File: src/rtl/xbus_pkg.sv
package xbus_pkg;

    localparam int XB_DATA_W = 16;
    localparam int XB_BE_W   = XB_DATA_W / 8;

    // Command-region length in TCL without wait states
    localparam int XB_REGION_MUX   = 5;
    localparam int XB_REGION_DEMUX = 3;

    typedef enum logic [1:0] {
        ST_IDLE   = 2'd0,
        ST_ALE    = 2'd1,
        ST_STROBE = 2'd2,
        ST_RECOV  = 2'd3
    } xb_state_e;

endpackage

File: src/rtl/xbus_phase_len.sv
// Derives counter reload values for the command and recovery phases
module xbus_phase_len #(
    parameter int WAIT_W  = 4,
    parameter int RECOV_W = 2,
    parameter int CNT_W   = 6
) (
    input  logic               mux,
    input  logic [WAIT_W-1:0]  wait_n,
    input  logic [RECOV_W-1:0] recov,
    output logic [CNT_W-1:0]   strobe_load,
    output logic [CNT_W-1:0]   recov_load,
    output logic               recov_zero
);
    import xbus_pkg::*;

    localparam logic [CNT_W-1:0] LOAD_MUX   = CNT_W'(XB_REGION_MUX - 1);
    localparam logic [CNT_W-1:0] LOAD_DEMUX = CNT_W'(XB_REGION_DEMUX - 1);

    logic [CNT_W-1:0] wait_tcl;
    logic [CNT_W-1:0] recov_tcl;

    always_comb begin
        wait_tcl    = CNT_W'({wait_n, 1'b0});
        recov_tcl   = CNT_W'({recov, 1'b0});
        strobe_load = (mux ? LOAD_MUX : LOAD_DEMUX) + wait_tcl;
        recov_zero  = (recov == '0);
        recov_load  = recov_tcl - CNT_W'(1);
    end

endmodule

File: src/rtl/xbus_pin_drv.sv
// Pin-level output decode from the sequencer state and latched access
module xbus_pin_drv (
    input  xbus_pkg::xb_state_e state,
    input  logic        dly,
    input  logic        wr,
    input  logic        mux,
    input  logic        byte_wr,
    input  logic        bus8,
    input  logic [1:0]  be,
    input  logic [15:0] addr_lo,
    input  logic [15:0] wdata,
    output logic        ale,
    output logic        rd_n,
    output logic        wr_lo_n,
    output logic        wr_hi_n,
    output logic        bhe_n,
    output logic        ad_oe,
    output logic [15:0] ad_out
);
    import xbus_pkg::*;

    logic cmd_on;
    logic lo_act;
    logic hi_act;

    always_comb begin
        cmd_on  = (state == ST_STROBE) && !dly;
        lo_act  = wr && (!byte_wr || bus8 || be[0]);
        hi_act  = wr && byte_wr && !bus8 && be[1];

        ale     = (state == ST_ALE);
        rd_n    = !(cmd_on && !wr);
        wr_lo_n = !(cmd_on && lo_act);
        wr_hi_n = !(cmd_on && hi_act);
        bhe_n   = !((state != ST_IDLE) && be[1] && !bus8);

        unique case (state)
            ST_ALE: begin
                ad_oe  = mux;
                ad_out = addr_lo;
            end
            ST_STROBE: begin
                ad_oe  = wr;
                ad_out = wdata;
            end
            default: begin
                ad_oe  = 1'b0;
                ad_out = wdata;
            end
        endcase
    end

endmodule

File: src/rtl/xbus_cycle_ctrl.sv
module xbus_cycle_ctrl #(
    parameter int ADDR_W  = 24,
    parameter int WAIT_W  = 4,
    parameter int RECOV_W = 2
) (
    input  logic               clk,
    input  logic               rst_n,
    input  logic               req_valid,
    input  logic               req_write,
    input  logic [ADDR_W-1:0]  req_addr,
    input  logic [15:0]        req_wdata,
    input  logic [1:0]         req_be,
    input  logic               cfg_mux,
    input  logic               cfg_ext_ale,
    input  logic               cfg_rw_delay,
    input  logic [WAIT_W-1:0]  cfg_wait,
    input  logic [RECOV_W-1:0] cfg_recov,
    input  logic               cfg_byte_wr,
    input  logic               cfg_bus8,
    output logic               ale,
    output logic               rd_n,
    output logic               wr_lo_n,
    output logic               wr_hi_n,
    output logic               bhe_n,
    output logic [ADDR_W-1:0]  addr_out,
    output logic [15:0]        ad_out,
    output logic               ad_oe,
    input  logic [15:0]        ad_in,
    output logic               done,
    output logic [15:0]        rdata
);
    import xbus_pkg::*;

    localparam int CNT_W = ((WAIT_W > RECOV_W) ? WAIT_W : RECOV_W) + 2;

    xb_state_e          state;
    logic [CNT_W-1:0]   cnt;
    logic               dly_q;
    logic               done_q;
    logic [15:0]        rdata_q;

    logic               wr_q, mux_q, rwdly_q, byte_q, bus8_q;
    logic [1:0]         be_q;
    logic [WAIT_W-1:0]  wait_q;
    logic [RECOV_W-1:0] recov_q;
    logic [ADDR_W-1:0]  addr_q;
    logic [15:0]        wdata_q;

    logic [CNT_W-1:0]   strobe_load;
    logic [CNT_W-1:0]   recov_load;
    logic               recov_zero;
    logic               cnt_zero;

    assign cnt_zero = (cnt == '0);

    xbus_phase_len #(
        .WAIT_W (WAIT_W),
        .RECOV_W(RECOV_W),
        .CNT_W  (CNT_W)
    ) u_len (
        .mux        (mux_q),
        .wait_n     (wait_q),
        .recov      (recov_q),
        .strobe_load(strobe_load),
        .recov_load (recov_load),
        .recov_zero (recov_zero)
    );

    // State register, phase counter and access latches
    always_ff @(posedge clk or negedge rst_n) begin
        if (!rst_n) begin
            state   <= ST_IDLE;
            cnt     <= '0;
            dly_q   <= 1'b0;
            done_q  <= 1'b0;
            rdata_q <= '0;
            wr_q    <= 1'b0;
            mux_q   <= 1'b0;
            rwdly_q <= 1'b0;
            byte_q  <= 1'b0;
            bus8_q  <= 1'b0;
            be_q    <= '0;
            wait_q  <= '0;
            recov_q <= '0;
            addr_q  <= '0;
            wdata_q <= '0;
        end else begin
            done_q <= 1'b0;
            unique case (state)
                ST_IDLE: begin
                    if (req_valid) begin
                        wr_q    <= req_write;
                        mux_q   <= cfg_mux;
                        rwdly_q <= cfg_rw_delay;
                        byte_q  <= cfg_byte_wr;
                        bus8_q  <= cfg_bus8;
                        be_q    <= req_be;
                        wait_q  <= cfg_wait;
                        recov_q <= cfg_recov;
                        addr_q  <= req_addr;
                        wdata_q <= req_wdata;
                        cnt     <= cfg_ext_ale ? CNT_W'(2) : '0;
                        state   <= ST_ALE;
                    end
                end
                ST_ALE: begin
                    if (cnt_zero) begin
                        state <= ST_STROBE;
                        cnt   <= strobe_load;
                        dly_q <= rwdly_q;
                    end else begin
                        cnt <= cnt - CNT_W'(1);
                    end
                end
                ST_STROBE: begin
                    dly_q <= 1'b0;
                    if (cnt_zero) begin
                        if (!wr_q) begin
                            rdata_q <= ad_in;
                        end
                        if (recov_zero) begin
                            state  <= ST_IDLE;
                            done_q <= 1'b1;
                        end else begin
                            state <= ST_RECOV;
                            cnt   <= recov_load;
                        end
                    end else begin
                        cnt <= cnt - CNT_W'(1);
                    end
                end
                ST_RECOV: begin
                    if (cnt_zero) begin
                        state  <= ST_IDLE;
                        done_q <= 1'b1;
                    end else begin
                        cnt <= cnt - CNT_W'(1);
                    end
                end
            endcase
        end
    end

    // Output decode
    xbus_pin_drv u_pins (
        .state  (state),
        .dly    (dly_q),
        .wr     (wr_q),
        .mux    (mux_q),
        .byte_wr(byte_q),
        .bus8   (bus8_q),
        .be     (be_q),
        .addr_lo(addr_q[15:0]),
        .wdata  (wdata_q),
        .ale    (ale),
        .rd_n   (rd_n),
        .wr_lo_n(wr_lo_n),
        .wr_hi_n(wr_hi_n),
        .bhe_n  (bhe_n),
        .ad_oe  (ad_oe),
        .ad_out (ad_out)
    );

    assign addr_out = addr_q;
    assign done     = done_q;
    assign rdata    = rdata_q;

    // Assertions
    p_idle_quiet_r1: assert property (@(posedge clk) disable iff (!rst_n)
        (state == ST_IDLE) |-> (!ale && rd_n && wr_lo_n && wr_hi_n && bhe_n && !ad_oe));

    p_ale_no_cmd_r3: assert property (@(posedge clk) disable iff (!rst_n)
        ale |-> (rd_n && wr_lo_n && wr_hi_n));

    p_rd_wr_excl_r4: assert property (@(posedge clk) disable iff (!rst_n)
        !rd_n |-> (wr_lo_n && wr_hi_n));

    p_single_hi_quiet_r5: assert property (@(posedge clk) disable iff (!rst_n)
        ((state != ST_IDLE) && !byte_q) |-> wr_hi_n);

    p_bhe_scope_r7: assert property (@(posedge clk) disable iff (!rst_n)
        !bhe_n |-> ((state != ST_IDLE) && !bus8_q && be_q[1]));

    p_recov_quiet_r9: assert property (@(posedge clk) disable iff (!rst_n)
        (state == ST_RECOV) |-> (rd_n && wr_lo_n && wr_hi_n && !ad_oe));

    p_done_single_r10: assert property (@(posedge clk) disable iff (!rst_n)
        done |=> !done);

    p_busy_hold_r11: assert property (@(posedge clk) disable iff (!rst_n)
        ((state != ST_IDLE) && req_valid) |=> $stable(addr_q));

endmodule

File: config.mk
export PLATFORM = sky130hd
export DESIGN_NAME = xbus_cycle_ctrl
export DESIGN_NICKNAME = d
export VERILOG_FILES = /design/src/rtl/xbus_pkg.sv /design/src/rtl/xbus_phase_len.sv /design/src/rtl/xbus_pin_drv.sv /design/src/rtl/xbus_cycle_ctrl.sv
export SDC_FILE = /design/constraint.sdc
export NUM_CORES = 1
export LEC_CHECK = 0
export ABC_AREA = 1
export BUFFER_PORTS_ARGS = -buffer_cell sky130_fd_sc_hd__buf_4
export CORE_MARGIN = 5
export CORE_UTILIZATION = 53
export CTS_BUF_LIST = sky130_fd_sc_hd__clkbuf_8 sky130_fd_sc_hd__clkbuf_16
export DETAILED_ROUTE_END_ITERATION = 10
export PLACE_DENSITY = 0.88
export SYNTH_ARGS = -nofsm -noshare
export SYNTH_HDL_FRONTEND = slang
export SYNTH_SLANG_ARGS = --single-unit
File: constraint.sdc
create_clock -name clk -period 4.6 [get_ports clk]
set_input_delay 0.69 -clock clk [delete_from_list [all_inputs] [get_ports clk]]
set_output_delay 0.69 -clock clk [all_outputs]
set_load 0.01 [all_outputs]
==> out/summary.md, run 1 <==
* finished clean — result of the run
* 5 — number of iterations in the first detailed-routing pass
* 14.99 mm — global-route wire length before repair
* 0.5270 — top cell type's share of synthesized area
* 3751 um2 — cell area after synthesis
* 0.4514 — fraction of layout cells with a size suffix above 1
* 0 ns — Sum Neg Setup Slack
* 289.6 MHz — Peak Freq
* 0.9036 — gpl congestion
* primary output — endpoint kind of the worst setup timing path
* 0 — number of instances resized during post-cts repair
* 0.1608 — share of synthesized cell area in and, or, nand and nor gates
* 136 — Top-Level Pins
* 572 — count of nets after finishing
* 28 — distinct cell type count of the synthesized netlist
* 0.2708 — met1 Use GR
* 0 — number of diodes added for antenna fixing
* no — RSZ-0062 raised after global routing
* 2 — clock tree buffer depth
* 3.91 ns — required time at the worst-slack endpoint
* 0.7344 — Layout Utilization
* 0.5270 — sequential area share after synthesis
* 352 — Post-Syn Instances
* 24 — largest fanout on the critical path
* 2981 — routed vias
* 6.911 mm — placed wire-length estimate after detailed placement
* 0 — final global-route overflow total
* 1.491 ns — Post-Place Worst Slack
* 0.3524 — Slew headroom
* 0.3637 — routing usage on met2
* 3 — H-tree lvl count
* 99 x nand2_1, 79 x dfrtp_1, 54 x mux2_2 — leading post-synthesis cells by instance count
* 8860 um2 — full die area
* 6832 um2 — core area
* 0.7507 — Final Cycle Share
* 80 — largest net degree at the start of global routing
* 0.02635 — Compound-Gate Fraction of Synth Area
* 33.76% — post-synthesis to final-layout area growth
* 2.76 ns — critical path data arrival time
* 1.000 — proportion of register bits with asynchronous set or reset after synthesis
* 0 — post-cts hold buffer count
* 3102 — via count of the first global-routing pass
* 0.007005 — area share of xor/xnor cells in the synthesized design
* 0.5491 — starting density of the core
* 0.002830 uW — leakage power summed over all cells
* dfrtp_1 53%, mux2_2 16%, nand2_1 9.9%, mux2_4 4.0%, ha_1 3.0% — cell types with the largest area share after synthesis
* 0 — initial antenna violation count
* clkbuf_8 — master cell of the clock root buffer
* 5017 um2 — area of all placed cells without fillers
* 94.13 um — width of the chip
* 10.66 um2 — synthesized area divided by synthesized cell count
* 590 — final std cells w/o fill
* 0.9714 ns — worst slew pin tran
* 0 — max-slew violations
* multiplexers — largest family of logic cells by synthesized area
* 0.08 ns — register clock-pin slew on the reported worst setup and hold paths
* 135 — number of I/O port buffers
* dfrtp_1 — cell type contributing the most total cell area after synthesis
* 5.053 — post-detailed-route via-to-cell ratio
* 9 — number of buffers created by CTS
* 0 — Post-synth EDFFs
* 94.13 um — height of the die
* in -> async — worst min path class
* 1.147 ns — slack of the critical path
* 15.45 um — final routed wire length divided by cell count
* met2 — busiest layer in global routing
* 0 — Maximum Capacitance Violations
* 0 — warning count from the yosys run
* 30 — FP Rows
* nand2_1 — most instantiated library cell after synthesis
* 79 — clock sink count
* 0.07131 — met3 capacity usage during global routing
* 0.1596 mV — worst ir drop on vdd
* 574 — number of cells in the design after placement
* 0 — # setup viols final
* reg -> out — kind of critical path
* 3.453 ns — post-layout min period
* 0.35 ns — Clk Latency, worst-skew pair
* 0.01741 ns — worst clock skew
* flop — type of origin of the critical path
* 251.0 nW/um2 — power per cell area
* 0.2168 — total routing resource utilization after global routing
* 0 — hold violation total from the final report
* dfrtp_1 — ys flop type
* 435 — Mapped Nets
* built — CTS tree
* 0 — setup repair bufs after CTS
* 9.113 mm — total wire length
* 4835 um2 — total cell area at the placement stage
* 79 — flops & latches, synth
* 0.03536 — synthesized-area fraction occupied by adder cells
* 198 — starting DRC count in detailed routing
* 0 — DRC violations left
* 0.2021 — portion of netlist area occupied by mux cells
* 0 — final antenna-violating net count
==> critical path, cell delays in order (launching register included) <==
cell      delay (ns)
dfrtp_1         0.41
inv_1           0.12
ha_1            0.73
clkinv_1        0.72
nand2_1         0.23
nand2_1         0.07
buf_4           0.14
==> per-layer routing <==
layer,vias up,wire length [um]
met1,1431,3697
met5,-,0
li1,1421,-
met2,122,4565
met3,7,777
met4,0,72
==> path summary, 6_finish.rpt <==
| path | startpoint | cells past startpoint | to | slack (ns) |
|---|---|---|---|---|
| max reg2reg | state[1] | 10 | cnt[2] | 1.78 |
| min reg2reg | cnt[1] | 2 | cnt[1] | 0.50 |
| max in group asynchronous | rst_n | 1 | addr_out[3] | 3.48 |
| min in group clk | cnt[1] | 2 | cnt[1] | 0.50 |
| min | rst_n | 1 | wait_q[0] | 0.48 |
| max | state[1] | 6 | ad_out[5] | 1.15 |
==> logic make-up after synthesis <==
kind of cell	count (synthesis)
AOI/OAI and AO/OA	18
xor gates and xnor gates	3
adders and majority gates	10
buffers and inverters	35
DFF	79
muxes	64
and+or+nand+nor	143
==> state kept, by name, summed over array words and instances, names as in the netlist <==
register	count
state	2
wdata_q	16
wr_q	1
cnt	6
mux_q	1
wait_q	4
bus8_q	1
addr_out	24
rdata	16
recov_q	2
done	1
byte_q	1
rwdly_q	1
dly_q	1
be_q	2
==> metrics by stage <==
step	total power [uW]	hold slack, ns
after CTS	1270	0.5115
after global placement	801.7	0.4743
final	1259	0.4838
after global routing	1310	0.5332
after floorplan	731.2	0.3944
after detailed placement	804.4	0.4886
==> placed cells by master, fill, tap and decap left out, types with 6 or more instances in the layout <==
master / count
clkbuf_8: 10
nand2_1: 98
dfrtp_1: 79
buf_4: 136
o21ai_0: 6
a21oi_1: 8
ha_1: 9
nand3_1: 16
nor2_1: 20
inv_1: 24
mux2_4: 10
mux2_2: 54
==> report_power, final <==
| group | switching, uW | internal [uW] |
|---|---|---|
| Combinational | 29.2 | 54.4 |
| Sequential | 4.02 | 701 |
| Clock | 257 | 213 |
==> layout make-up <==
cell class                 count  area [um2]
multi-input combinational    238        1622
timing repair buffer         136        1021
tap                           96       120.1
fill                         496        1814
inverter                      25       95.09
clock inverter                 6       45.04
clock buffer                  10       137.6
sequential                    79        1977
Note: power is estimated with default switching activity, not from simulation.
==> run 2, diff against run 1 <==
ABC_AREA = 0   (was 1)
CORE_UTILIZATION = 49   (was 53)
PLACE_DENSITY = 0.82   (was 0.88)
clock period = 3.4 ns   (was 4.6 ns; I/O delays follow)
==> run 2 against run 1 <==
Effect of this change: total power is 63% higher; non-clock buffer count is 2 higher; worst setup slack worse by 0.49 ns; synthesized area is 1.4% lower; die area is 5.9% higher; global-route usage is 3.0 points lower; critical path depth is 1 lower; final cell count is 13% lower; flip-flop and latch count stayed put; clock skew is 0.0047 ns lower; wire length is 5.5% lower; design area is 0.25% lower; largest power group unchanged.
==> out/summary.md, run 2 <==
* finished clean — result of the run
* 35.36% — post-synthesis to final-layout area growth
* 79 — flops & latches, synth
* 16.69 um — final routed wire length divided by cell count
* 0.9684 ns — worst slew pin tran
* 0.5070 — starting density of the core
* dfrtp_1 — most instantiated library cell after synthesis
* 31 — FP Rows
* 0 — final global-route overflow total
* 364.4 MHz — Peak Freq
* 3697 um2 — cell area after synthesis
* 0 ns — Sum Neg Setup Slack
* 3 — total buffers and inverters traversed by the critical path
* 0.48 ns — longest individual stage delay on the worst path
* 9 — number of buffers created by CTS
* 79 x dfrtp_1, 75 x mux2_2, 13 x nand2_1 — leading post-synthesis cells by instance count
* 0 — initial antenna violation count
* 0.09 ns — register clock-pin slew on the reported worst setup and hold paths
* ha_1 — Critical Path Slowest Stage Cell
* 5.217 — post-detailed-route via-to-cell ratio
* 0.351 — relative contribution of the clock network to total power
* buffers and inverters — cell family with the largest share of critical-path delay
* 2889 — via count of the first global-routing pass
* 0 — final antenna-violating net count
* 0.155 — combinational cell fraction of total power
* 117 — starting DRC count in detailed routing
* 0.5347 — top cell type's share of synthesized area
* 0.5347 — sequential area share after synthesis
* 0.01270 ns — worst clock skew
* 9383 um2 — full die area
* inv_1 -> ha_1 -> buf_4 -> mux2_2 -> buf_4 — Critical Path, Cell by Cell
* 500 — number of cells in the design after placement
* 1.000 — proportion of register bits with asynchronous set or reset after synthesis
* 0 — # setup viols final
* no — RSZ-0062 raised after global routing
* 0 — number of instances resized during post-cts repair
* 0.78 ns — worst reg-to-reg setup slack
* 0.8072 — Final Cycle Share
* 512.7 uW — Net Sw Power
* dfrtp_1 — cell type contributing the most total cell area after synthesis
* cnt[0] — Reg-to-Reg Start
* 79 — clock sink count
* buf_4 — commonest non-fill, non-tap cell in the layout
* dfrtp_1 — ys flop type
* 277 — Post-Syn Instances
* 5 — number of logic stages on the critical path including buffering
* primary output — endpoint kind of the worst setup timing path
* 6.399 mm — placed wire-length estimate after detailed placement
* 0 — Maximum Capacitance Violations
* 1536 uW — total internal power
* 96.87 um — height of the die
* 495 — count of nets after finishing
* 0 — post-cts hold buffer count
* 96.87 um — width of the chip
* 0.3519 mV — worst ir drop on vdd
* 40 — distinct cell type count of the synthesized netlist
* 546 — filler instances
* 80 — largest net degree at the start of global routing
* 3 — H-tree lvl count
* 0 — Post-synth EDFFs
* buf_4 — cell seen most often among critical-path stages
* 0.34 ns — Clk Latency, worst-skew pair
* 0.1866 — total routing resource utilization after global routing
* 4 — number of iterations in the first detailed-routing pass
* 137 x buf_4, 79 x dfrtp_1, 75 x mux2_2 — highest-count cells in the layout ignoring fill and taps
* 0.2503 — switching share of total power
* 13.35 um2 — synthesized area divided by synthesized cell count
* 14.32 mm — global-route wire length before repair
* 0 — max-slew violations
* built — CTS tree
* 0.8723 — gpl congestion
* 0 — hold violation total from the final report
* 2 — clock tree buffer depth
* 24 — max reg flops
* clkbuf_8 — master cell of the clock root buffer
* 0 — warning count from the yosys run
* 8.612 mm — total wire length
* 409.3 nW/um2 — power per cell area
* 136 — Top-Level Pins
* 7 — worst reg-to-reg path cell count
* in -> async — worst min path class
* 516 — final std cells w/o fill
* flop — type of origin of the critical path
* 0.5803 — fraction of layout cells with a size suffix above 1
* 2692 — routed vias
* 2.23 ns — critical path data arrival time
* dfrtp_1 53%, mux2_2 23%, mux2_4 4.1%, ha_1 3.0%, o21ai_0 1.5% — cell types with the largest area share after synthesis
* 2.89 ns — required time at the worst-slack endpoint
* 0 — DRC violations left
* 0.494 — part of the power in registers
* 135 — number of I/O port buffers
* 0.002486 uW — leakage power summed over all cells
* 16 — largest fanout on the critical path
* 0.3544 — Slew headroom
* 7292 um2 — core area
* reg -> out — kind of critical path
* rdata[8] — capture point of the worst reg-to-reg path
* 0 — number of diodes added for antenna fixing
* 2.744 ns — post-layout min period
* 360 — Mapped Nets
* 0 — setup repair bufs after CTS
==> run 2: cell count changes after synthesis, moves of 6 or more <==
cell | previous run | this run
nor2_1 | 20 | 7
nand2_1 | 99 | 13
inv_1 | 23 | 8
nand3_1 | 16 | 3
mux2_2 | 54 | 75
nor3_1 | 0 | 6
==> run 2: how the worst max path moves through the flow <==
stage	endpoint	slack (ns)	startpoint
2_1_floorplan	rdata[0]	0.91	cnt[0]
3_3_place_gp	rdata[9]	0.90	cnt[0]
3_5_place_dp	rdata[8]	0.82	cnt[0]
4_1_cts	ad_out[10]	0.66	state[1]
5_1_grt	ad_out[1]	0.55	state[1]
6_report	ad_out[10]	0.66	state[1]
==> run 2: through the flow <==
stage | power, uW | cell area [um2] | setup slack (ns) | util | hold WS (ns)
after CTS | 2067 | 5005 | 0.6631 | 0.6863 | 0.3516
after global routing | 2140 | 5005 | 0.5542 | 0.6863 | 0.3684
after detailed placement | 1352 | 4800 | 0.8250 | 0.6582 | 0.4935
after global placement | 1340 | 4800 | 0.8983 | 0.6582 | 0.4829
after floorplan | 1177 | 3697 | 0.9076 | - | 0.2144
final | 2048 | 5005 | 0.6555 | 0.6863 | 0.3125
==> run 2: power groups by stage <==
| stage | combinational (uW) | sequential, uW | clock (uW) |
|---|---|---|---|
| final | 317 | 1010 | 720 |
| after CTS | 322 | 1010 | 733 |
| after floorplan | 140 | 1040 | 0 |
| after global routing | 347 | 1020 | 775 |
| after global placement | 312 | 1030 | 0 |
| after detailed placement | 321 | 1030 | 0 |
==> run 2: per-layer routing <==
| metal | wire [um] | GRT usage |
|---|---|---|
| met1 | 3366 | 0.2174 |
| met4 | 226 | 0.08855 |
| met5 | 0 | 0 |
| met2 | 4411 | 0.3179 |
| met3 | 607 | 0.05036 |
==> run 2: cell families (layout without fill, tap and decap cells) <==
| kind of cell | Yosys count | after routing | share of synthesized area |
|---|---|---|---|
| DFF | 79 | 79 | 0.5347 |
| adders and majority gates | 10 | 10 | 0.03587 |
| muxes | 86 | 86 | 0.2717 |
| xor gates and xnor gates | 3 | 3 | 0.007108 |
| and+or+nand+nor | 45 | 45 | 0.06667 |
| buffers and inverters | 22 | 162 | 0.02775 |
| AOI/OAI and AO/OA | 32 | 32 | 0.05618 |
==> run 2: area by class of cell <==
| class | instances | area [um2] | area share |
|---|---|---|---|
| flip-flops and latches | 79 | 1977 | 0.3950 |
| clock buffers | 10 | 137.6 | 0.02750 |
| inverters | 8 | 30.03 | 0.006000 |
| clock inverters | 6 | 67.56 | 0.01350 |
| well taps | 99 | 123.9 | 0.02475 |
| multi-input cells | 176 | 1620 | 0.3237 |
| repair buffers | 138 | 1049 | 0.2095 |
==> run 2: worst reg2reg max path, cell delays in order (launching register included) <==
cell,delay (ns)
dfrtp_1,0.43
inv_1,0.09
ha_1,0.18
or4b_1,0.56
or2_1,0.38
nor3b_4,0.20
buf_4,0.29
mux2_2,0.37
